[src/rtl/seg_dec_pkg.sv]
package seg_dec_pkg;

  localparam int DATA_W = 32;
  localparam int SEG_W  = 3;
  localparam int CORE_W = 5;
  localparam int OFS_W  = 8;
  localparam int ADDR_W = SEG_W + CORE_W + OFS_W;

  // upper half of every stub core identity word
  localparam logic [15:0] STUB_TAG = 16'h00A5;

  // global bank register offsets
  localparam logic [OFS_W-1:0] GB_OFS_BOARD   = 8'h00;
  localparam logic [OFS_W-1:0] GB_OFS_VERSION = 8'h01;
  localparam logic [OFS_W-1:0] GB_OFS_SCRATCH = 8'h02;

  // stub core register offsets
  localparam logic [OFS_W-1:0] STUB_OFS_ID      = 8'h00;
  localparam logic [OFS_W-1:0] STUB_OFS_SCRATCH = 8'h01;

  typedef logic [DATA_W-1:0] word_t;

  typedef struct packed {
    logic [SEG_W-1:0]  seg;
    logic [CORE_W-1:0] core;
    logic [OFS_W-1:0]  ofs;
  } bus_addr_t;

endpackage

[src/rtl/seg_addr_decode.sv]
module seg_addr_decode
  import seg_dec_pkg::*;
#(
  parameter int N_SEG  = 3,
  parameter int N_CORE = 4,
  parameter logic [N_SEG*N_CORE-1:0] SLOT_EN = '1
) (
  input  bus_addr_t                 addr_f,
  output logic [N_SEG*N_CORE-1:0]   slot_sel
);

  localparam int N_SLOT = N_SEG * N_CORE;

  // one comparator pair per slot; unbuilt slots never decode
  for (genvar i = 0; i < N_SLOT; i++) begin : g_slot
    if (SLOT_EN[i]) begin : g_on
      always_comb begin
        slot_sel[i] = (addr_f.seg  == SEG_W'(i / N_CORE)) &&
                      (addr_f.core == CORE_W'(i % N_CORE));
      end
    end else begin : g_off
      always_comb slot_sel[i] = 1'b0;
    end
  end

endmodule

[src/rtl/seg_global_bank.sv]
module seg_global_bank
  import seg_dec_pkg::*;
#(
  parameter logic [DATA_W-1:0] BOARD_TYPE    = 32'h0B0A_0001,
  parameter logic [DATA_W-1:0] BITSTREAM_VER = 32'h0002_0015
) (
  input  logic              clk,
  input  logic              rst_n,
  input  logic              cs,
  input  logic              we,
  input  logic [OFS_W-1:0]  ofs,
  input  word_t             wdata,
  output word_t             rdata
);

  word_t scratch_q;
  word_t scratch_d;
  logic  scratch_en;

  // next-state: only the scratch word is writable
  always_comb begin
    scratch_en = cs && we && (ofs == GB_OFS_SCRATCH);
    scratch_d  = scratch_en ? wdata : scratch_q;
  end

  always_ff @(posedge clk or negedge rst_n) begin
    if (!rst_n) begin
      scratch_q <= '0;
    end else if (scratch_en) begin
      scratch_q <= scratch_d;
    end
  end

  // combinational read port, muxed and registered by the top
  always_comb begin
    unique case (ofs)
      GB_OFS_BOARD:   rdata = BOARD_TYPE;
      GB_OFS_VERSION: rdata = BITSTREAM_VER;
      GB_OFS_SCRATCH: rdata = scratch_q;
      default:        rdata = '0;
    endcase
  end

endmodule

[src/rtl/seg_stub_core.sv]
module seg_stub_core
  import seg_dec_pkg::*;
#(
  parameter logic [DATA_W-1:0] ID_WORD = 32'h00A5_0000
) (
  input  logic              clk,
  input  logic              rst_n,
  input  logic              cs,
  input  logic              we,
  input  logic [OFS_W-1:0]  ofs,
  input  word_t             wdata,
  output word_t             rdata
);

  word_t scratch_q;
  word_t scratch_d;
  logic  scratch_en;

  always_comb begin
    scratch_en = cs && we && (ofs == STUB_OFS_SCRATCH);
    scratch_d  = scratch_en ? wdata : scratch_q;
  end

  always_ff @(posedge clk or negedge rst_n) begin
    if (!rst_n) begin
      scratch_q <= '0;
    end else if (scratch_en) begin
      scratch_q <= scratch_d;
    end
  end

  always_comb begin
    unique case (ofs)
      STUB_OFS_ID:      rdata = ID_WORD;
      STUB_OFS_SCRATCH: rdata = scratch_q;
      default:          rdata = '0;
    endcase
  end

endmodule

[src/rtl/seg_bus_decoder.sv]
module seg_bus_decoder
  import seg_dec_pkg::*;
#(
  parameter int N_SEG  = 3,
  parameter int N_CORE = 4,
  parameter logic [DATA_W-1:0] BOARD_TYPE    = 32'h0B0A_0001,
  parameter logic [DATA_W-1:0] BITSTREAM_VER = 32'h0002_0015,
  parameter logic [N_SEG*N_CORE-1:0] SLOT_EN = 12'hBF7
) (
  input  logic              clk,
  input  logic              rst_n,
  input  logic [ADDR_W-1:0] bus_addr,
  input  logic              bus_wr,
  input  logic              bus_rd,
  input  logic [DATA_W-1:0] bus_wdata,
  output logic [DATA_W-1:0] bus_rdata
);

  localparam int N_SLOT = N_SEG * N_CORE;

  bus_addr_t          addr_f;
  logic [N_SLOT-1:0]  slot_sel;
  word_t              slot_rdata [N_SLOT];
  word_t              mux_rdata;
  word_t              rdata_q;
  word_t              rdata_d;

  assign addr_f = bus_addr_t'(bus_addr);

  seg_addr_decode #(
    .N_SEG   (N_SEG),
    .N_CORE  (N_CORE),
    .SLOT_EN (SLOT_EN)
  ) dec_i (
    .addr_f   (addr_f),
    .slot_sel (slot_sel)
  );

  // slot 0 is the board bank, every other built slot a stub core
  for (genvar i = 0; i < N_SLOT; i++) begin : g_core
    if (!SLOT_EN[i]) begin : g_absent
      assign slot_rdata[i] = '0;
    end else if (i == 0) begin : g_board
      seg_global_bank #(
        .BOARD_TYPE    (BOARD_TYPE),
        .BITSTREAM_VER (BITSTREAM_VER)
      ) bank_i (
        .clk   (clk),
        .rst_n (rst_n),
        .cs    (slot_sel[i]),
        .we    (bus_wr),
        .ofs   (addr_f.ofs),
        .wdata (bus_wdata),
        .rdata (slot_rdata[i])
      );
    end else begin : g_stub
      seg_stub_core #(
        .ID_WORD ({STUB_TAG, 8'(i / N_CORE), 8'(i % N_CORE)})
      ) stub_i (
        .clk   (clk),
        .rst_n (rst_n),
        .cs    (slot_sel[i]),
        .we    (bus_wr),
        .ofs   (addr_f.ofs),
        .wdata (bus_wdata),
        .rdata (slot_rdata[i])
      );
    end
  end

  // AND-OR read mux: no select means all zeros
  always_comb begin
    mux_rdata = '0;
    for (int k = 0; k < N_SLOT; k++) begin
      mux_rdata = mux_rdata | (slot_rdata[k] & {DATA_W{slot_sel[k]}});
    end
  end

  // read-data register, enabled by the read strobe
  always_comb begin
    rdata_d = bus_rd ? mux_rdata : rdata_q;
  end

  always_ff @(posedge clk or negedge rst_n) begin
    if (!rst_n) begin
      rdata_q <= '0;
    end else if (bus_rd) begin
      rdata_q <= rdata_d;
    end
  end

  assign bus_rdata = rdata_q;

endmodule

[config.mk]
export PLATFORM = sky130hd
export DESIGN_NAME = seg_bus_decoder
export DESIGN_NICKNAME = d
export VERILOG_FILES = /design/src/rtl/seg_dec_pkg.sv /design/src/rtl/seg_addr_decode.sv /design/src/rtl/seg_global_bank.sv /design/src/rtl/seg_stub_core.sv /design/src/rtl/seg_bus_decoder.sv
export SDC_FILE = /design/constraint.sdc
export NUM_CORES = 1
export LEC_CHECK = 0
export BUFFER_PORTS_ARGS = -buffer_cell sky130_fd_sc_hd__buf_4
export CAP_MARGIN = 0
export CORE_ASPECT_RATIO = 0.5
export CORE_MARGIN = 4
export CORE_UTILIZATION = 58
export DETAILED_ROUTE_END_ITERATION = 8
export PLACE_DENSITY_LB_ADDON = 0.05
export SKIP_LAST_GASP = 1
export SLEW_MARGIN = 30
export SYNTH_ARGS = -nofsm -noshare
export SYNTH_HDL_FRONTEND = slang
export SYNTH_SLANG_ARGS = --single-unit
[constraint.sdc]
create_clock -name clk -period 4.8 [get_ports clk]
set_input_delay 0.48 -clock clk [delete_from_list [all_inputs] [get_ports clk]]
set_output_delay 0.48 -clock clk [all_outputs]
set_load 0.005 [all_outputs]
---- Word-level counts from Yosys, hierarchy flattened ----
Index checks and enable logic that the tools add are counted.
cells by class
  bitwise operators ....................... 19
  reduce and logical (&&, ||, !) cells .... 33
  eq/ne operators ......................... 7
  mux-type cells .......................... 10
operator list
  cell                                            number
  one-hot mux 32 bit (2 select lines)             9
  bitwise AND 32 bit                              10
  bitwise OR 32 bit                               9
  one-hot mux 32 bit (3 select lines)             1
  logical AND 1 bit                               30
  == test 5 x 2 -> 1 bit (second input constant)  2
  == test 8 x 1 -> 1 bit (second input constant)  1
  == test 8 x 2 -> 1 bit (second input constant)  1
  zero test 8 bit                                 1
  == test 5 x 1 -> 1 bit (second input constant)  1
  zero test 5 bit                                 1
  == test 3 x 1 -> 1 bit (second input constant)  1
  == test 3 x 2 -> 1 bit (second input constant)  1
  zero test 3 bit                                 1
storage, ports and cells
  word-level logic and storage cells ...... 80
  register bits ........................... 352
  input port bits ......................... 52

---- Longest topological paths before layout ----
  depth in word-level cells ............... 12
  gate-level depth with buffers ........... 9
  gate-level depth less buffers ........... 6

---- By module ----
A second synthesis with hierarchy kept.
second synthesis, totals
  cells, all modules ...................... 1486
  area total of the unflattened synthesis .. 17687.0 µm²
modules (own cells, without submodules)
  module                                        cells an instance  seq. area each (µm²)  times used  area an instance (µm²)
  seg_stub_core (g_core[1].g_stub.stub_i ...)   112                800.8                 4           1471.4
  seg_stub_core (g_core[5].g_stub.stub_i ...)   114                800.8                 3           1473.9
  seg_stub_core (g_core[11].g_stub.stub_i ...)  116                800.8                 2           1487.7
  seg_bus_decoder                               325                800.8                 1           2762.6
  seg_global_bank                               119                800.8                 1           1506.4
  seg_addr_decode                               20                 0.0                   1           135.1

---- Worst setup path before layout ----
OpenSTA, ideal clock, no wires.
  kind .................................... input to register
  start ................................... input port bus_addr[3]
  end ..................................... register g_core[6].g_stub.stub_i.scratch_q[10]
  cell stages on the path ................. 6
  arrival ................................. 2.404 ns
  path slack .............................. 2.272 ns
  path buffers ............................ 1
  cells stage by stage .................... or4_4 -> nor4_4 -> nand2_1 -> nor3_2 -> buf_2 -> mux2_2
on the way
  word-level cells in the longest chain between the ends .. 2
RTL lines
  item                    line                   source
  from (decl)             seg_bus_decoder.sv:12  input logic [ADDR_W-1:0] bus_addr,
  == test 8 x 1 -> 1 bit  seg_stub_core.sv:20    scratch_en = cs && we && (ofs == STUB_OFS_SCRATCH);
  logical AND 1 bit       seg_stub_core.sv:20
  to (signal assigned)    seg_stub_core.sv:28    scratch_q <= scratch_d;
  to (decl)               seg_stub_core.sv:15    word_t scratch_q;
Every way passes these cells.
A chain may end at the register's enable or synchronous reset.

---- Worst setup path in the final report ----
Ends and elaborated chain as after synthesis.

==> metrics.txt <==
flops & latches, synth 352; CP max FO 22; Die Span Y 125 um; Pre-antenna DRT Iters 5; Die Area 30300 um^2; WS Path Type in2reg; unrepaired setup endpoints after global routing no; Hold Startpoint bus_wdata[14]; Worst Tran Pin Value 1.02 ns; Setup Viol. Count Final 0; Crit path required time 5.25 ns; Worst Path Arrival approximately 3.4 ns; initial antenna violation count 1; DRC viols 0; Slew headroom 0.315; CP top delay family simple AND/OR/NAND/NOR gates; P&R area growth vs syn 14.2%; Syn Nets between 1000 and 1500; FF-to-FF Start g_core[6].g_stub.stub_i.scratch_q[9]$_DFFE_PN0P_; Max Clk Rate around 340 MHz; core area 26700 um^2; max-slew violations 0; CTS tree built; IO buf count 83; Final Core Density 0.679; cells along the critical path buf_4 -> or4_4 -> nor4_4 -> nand2_1 -> nor3_4 -> buf_12 -> mux2_2; Pwr Density 331 nW/um^2; outcome completed; synth top area cells dfrtp_1 (55%), mux2_2 (22%), mux2i_1 (2.3%), o21ai_0 (2.3%), a22oi_1 (1.7%); Synth cell types 63; Iteration-0 DRC Markers 1059; Logic pwr share 0.046; via density per instance 6.72; CTS Buffer Depth 3; crit path time final 2.97 ns; LEAKAGE 8.83 nW; EDFF count, synth 0; TritonCTS Sinks 352; most frequent cell after synthesis dfrtp_1; initial core utilization 0.595; drt wl/cell 27.9 um; Post-Syn Area 15900 um^2; share of cells above drive strength 1 0.402; Async SR Flop Fraction 1.00; global-route wire length before repair 71900 um; crit start category input pin; Die W 242 um; vias post-DR about 11000; critical path launch point bus_addr[3]; Post-CTS Setup Inserts 0; CP max stage cell nor3_4; YS warnings 0; clock root buffer clkbuf_16; top cells by count, synth dfrtp_1 (352), mux2_2 (317), o21ai_0 (72), clkbuf_1 (52), nor2_1 (44); Final nets 1344; Worst Setup End Kind flip-flop; Clock Latency Late Sink between 0.5 and 0.6 ns; hold buffers post-CTS 1; fill count just under 2000; CP max stage delay 0.68 ns; Worst Skew between 0.01 and 0.015 ns; number of gates resized after CTS 0; top_reg_cell synth dfrtp_1; final hold violations 0; IO Pins 84; Overall Global Routing Usage 0.307; Mapped Cells 1243; Sequential Power Share 0.497; buffer and inverter count on the worst path 2; Setup WS post-layout 1.83 ns; detailed-route wire length approximately 46000 um; RePlAce Congestion 0.841; Pwr Total 6.00 mW; P_int between 4 and 5 mW; FP Rows 42; antenna diode count 0; Avg Synthesized Cell Area 12.8 um^2; setup TNS 0 ns; largest net degree at the start of global routing about 110; NetSw ~1.4 mW; Hold WC Path Type in2reg; top cell type's share of synthesized area 0.555; Worst-path clk slew 0.08 ns; fraction of the yosys area taken by sequential cells 0.555; H-tree levels 1; antenna-violating nets left 0; number of maximum-capacitance violations 0; dpl ws 1.29 ns; sw frac 0.227; Congestion Overflow GR 0; period utilisation layout 0.618; Num CTS Buffers 31; Clock Power Share 0.458; Max IR drop VDD 0.000300 V; vias in the first global route 11600; Detail Placement HPWL 29700 um; Hold Slack 0.212 ns; post-synth top area cell dfrtp_1
## power by group through the flow
stage / sequential, mW / clock, mW / combinational (mW)
finish: 2.98 / 2.74 / 0.275
detailed placement: 3.03 / 0 / 0.272
global placement: 3.03 / 0 / 0.265
global route: 2.98 / 2.91 / 0.296
CTS: 2.98 / 2.78 / 0.274
floorplan: 3.03 / 0 / 0.0953
## logic make-up after synthesis
| group | Yosys count | share of synthesized area |
|---|---|---|
| DFF | 352 | 0.555 |
| and+or+nand+nor | 161 | 0.0539 |
| AOI/OAI and AO/OA | 245 | 0.105 |
| buffers and inverters | 121 | 0.0301 |
| muxes | 364 | 0.257 |
## through the flow
step,instances,area (um^2)
after floorplan,1243,15900
after global placement,1608,17000
after detailed placement,1610,17000
after CTS,1669,18100
after global routing,1669,18100
final,1669,18100
## state kept, by name (all words and copies together) (netlist names)
name / flops
bus_rdata: 32
g_core.g_board.bank_i.scratch_q: 32
g_core.g_stub.stub_i.scratch_q: 288
## layout by cell type, fill, tap and decap left out, types with 3 or more instances in the layout
cell       count
a211o_1        6
a211oi_1       4
a21oi_1       30
a221o_1        3
a221oi_1      14
a222oi_1       3
a22o_1         9
a22oi_1       35
a31oi_1        6
a32oi_1       10
and3_1        17
buf_12         5
buf_4        122
bufinv_16      6
clkbuf_1       5
clkbuf_16     31
clkbuf_8       5
clkinv_2       8
dfrtp_1      352
inv_1          6
mux2_1         8
mux2_2       317
mux2i_1       37
nand2_1       29
nand3_1       17
nand3_2        5
nand4_1        3
nor2_1        42
nor3_1        11
nor3_2         8
o211ai_1       5
o21ai_0       72
o221ai_1       8
o22ai_1       16
o2bb2ai_1      4
o32ai_1        5
## cell type report
| cell class | count | area [um^2] | share of cell area |
|---|---|---|---|
| timing repair buffer | 130 | 1070 | 0.0589 |
| clock buffer | 41 | 863 | 0.0476 |
| inverter | 7 | 26.3 | 0.00145 |
| tap | 352 | 440 | 0.0243 |
| multi-input combinational | 770 | 6680 | 0.368 |
| clock inverter | 17 | 253 | 0.0139 |
| sequential | 352 | 8810 | 0.486 |
## final timing paths
kind | to | slack (ns) | cells past startpoint
max in group asynchronous | g_core[7].g_stub.stub_i.scratch_q[7]$_DFFE_PN0P_ | 3.31 | 3
min | g_core[4].g_stub.stub_i.scratch_q[14]$_DFFE_PN0P_ | 0.21 | 2
min reg2reg | g_core[6].g_stub.stub_i.scratch_q[2]$_DFFE_PN0P_ | 0.49 | 1
max reg2reg | bus_rdata[9]$_DFFE_PN0P_ | 2.90 | 5
max | g_core[6].g_stub.stub_i.scratch_q[10]$_DFFE_PN0P_ | 1.83 | 7
min in group asynchronous | g_core[1].g_stub.stub_i.scratch_q[14]$_DFFE_PN0P_ | 0.41 | 2
## metal layers
metal | vias to the layer above | routed length, um | share of wire | track usage
li1 | 4709 | - | - | -
met5 | - | 10 | 0.00022 | 0
met4 | 2 | 1390 | 0.030 | 0.0890
met1 | 5935 | 20400 | 0.44 | 0.444
met3 | 94 | 3620 | 0.078 | 0.0627
met2 | 469 | 21100 | 0.45 | 0.479
(Power assumes the default switching activity.)
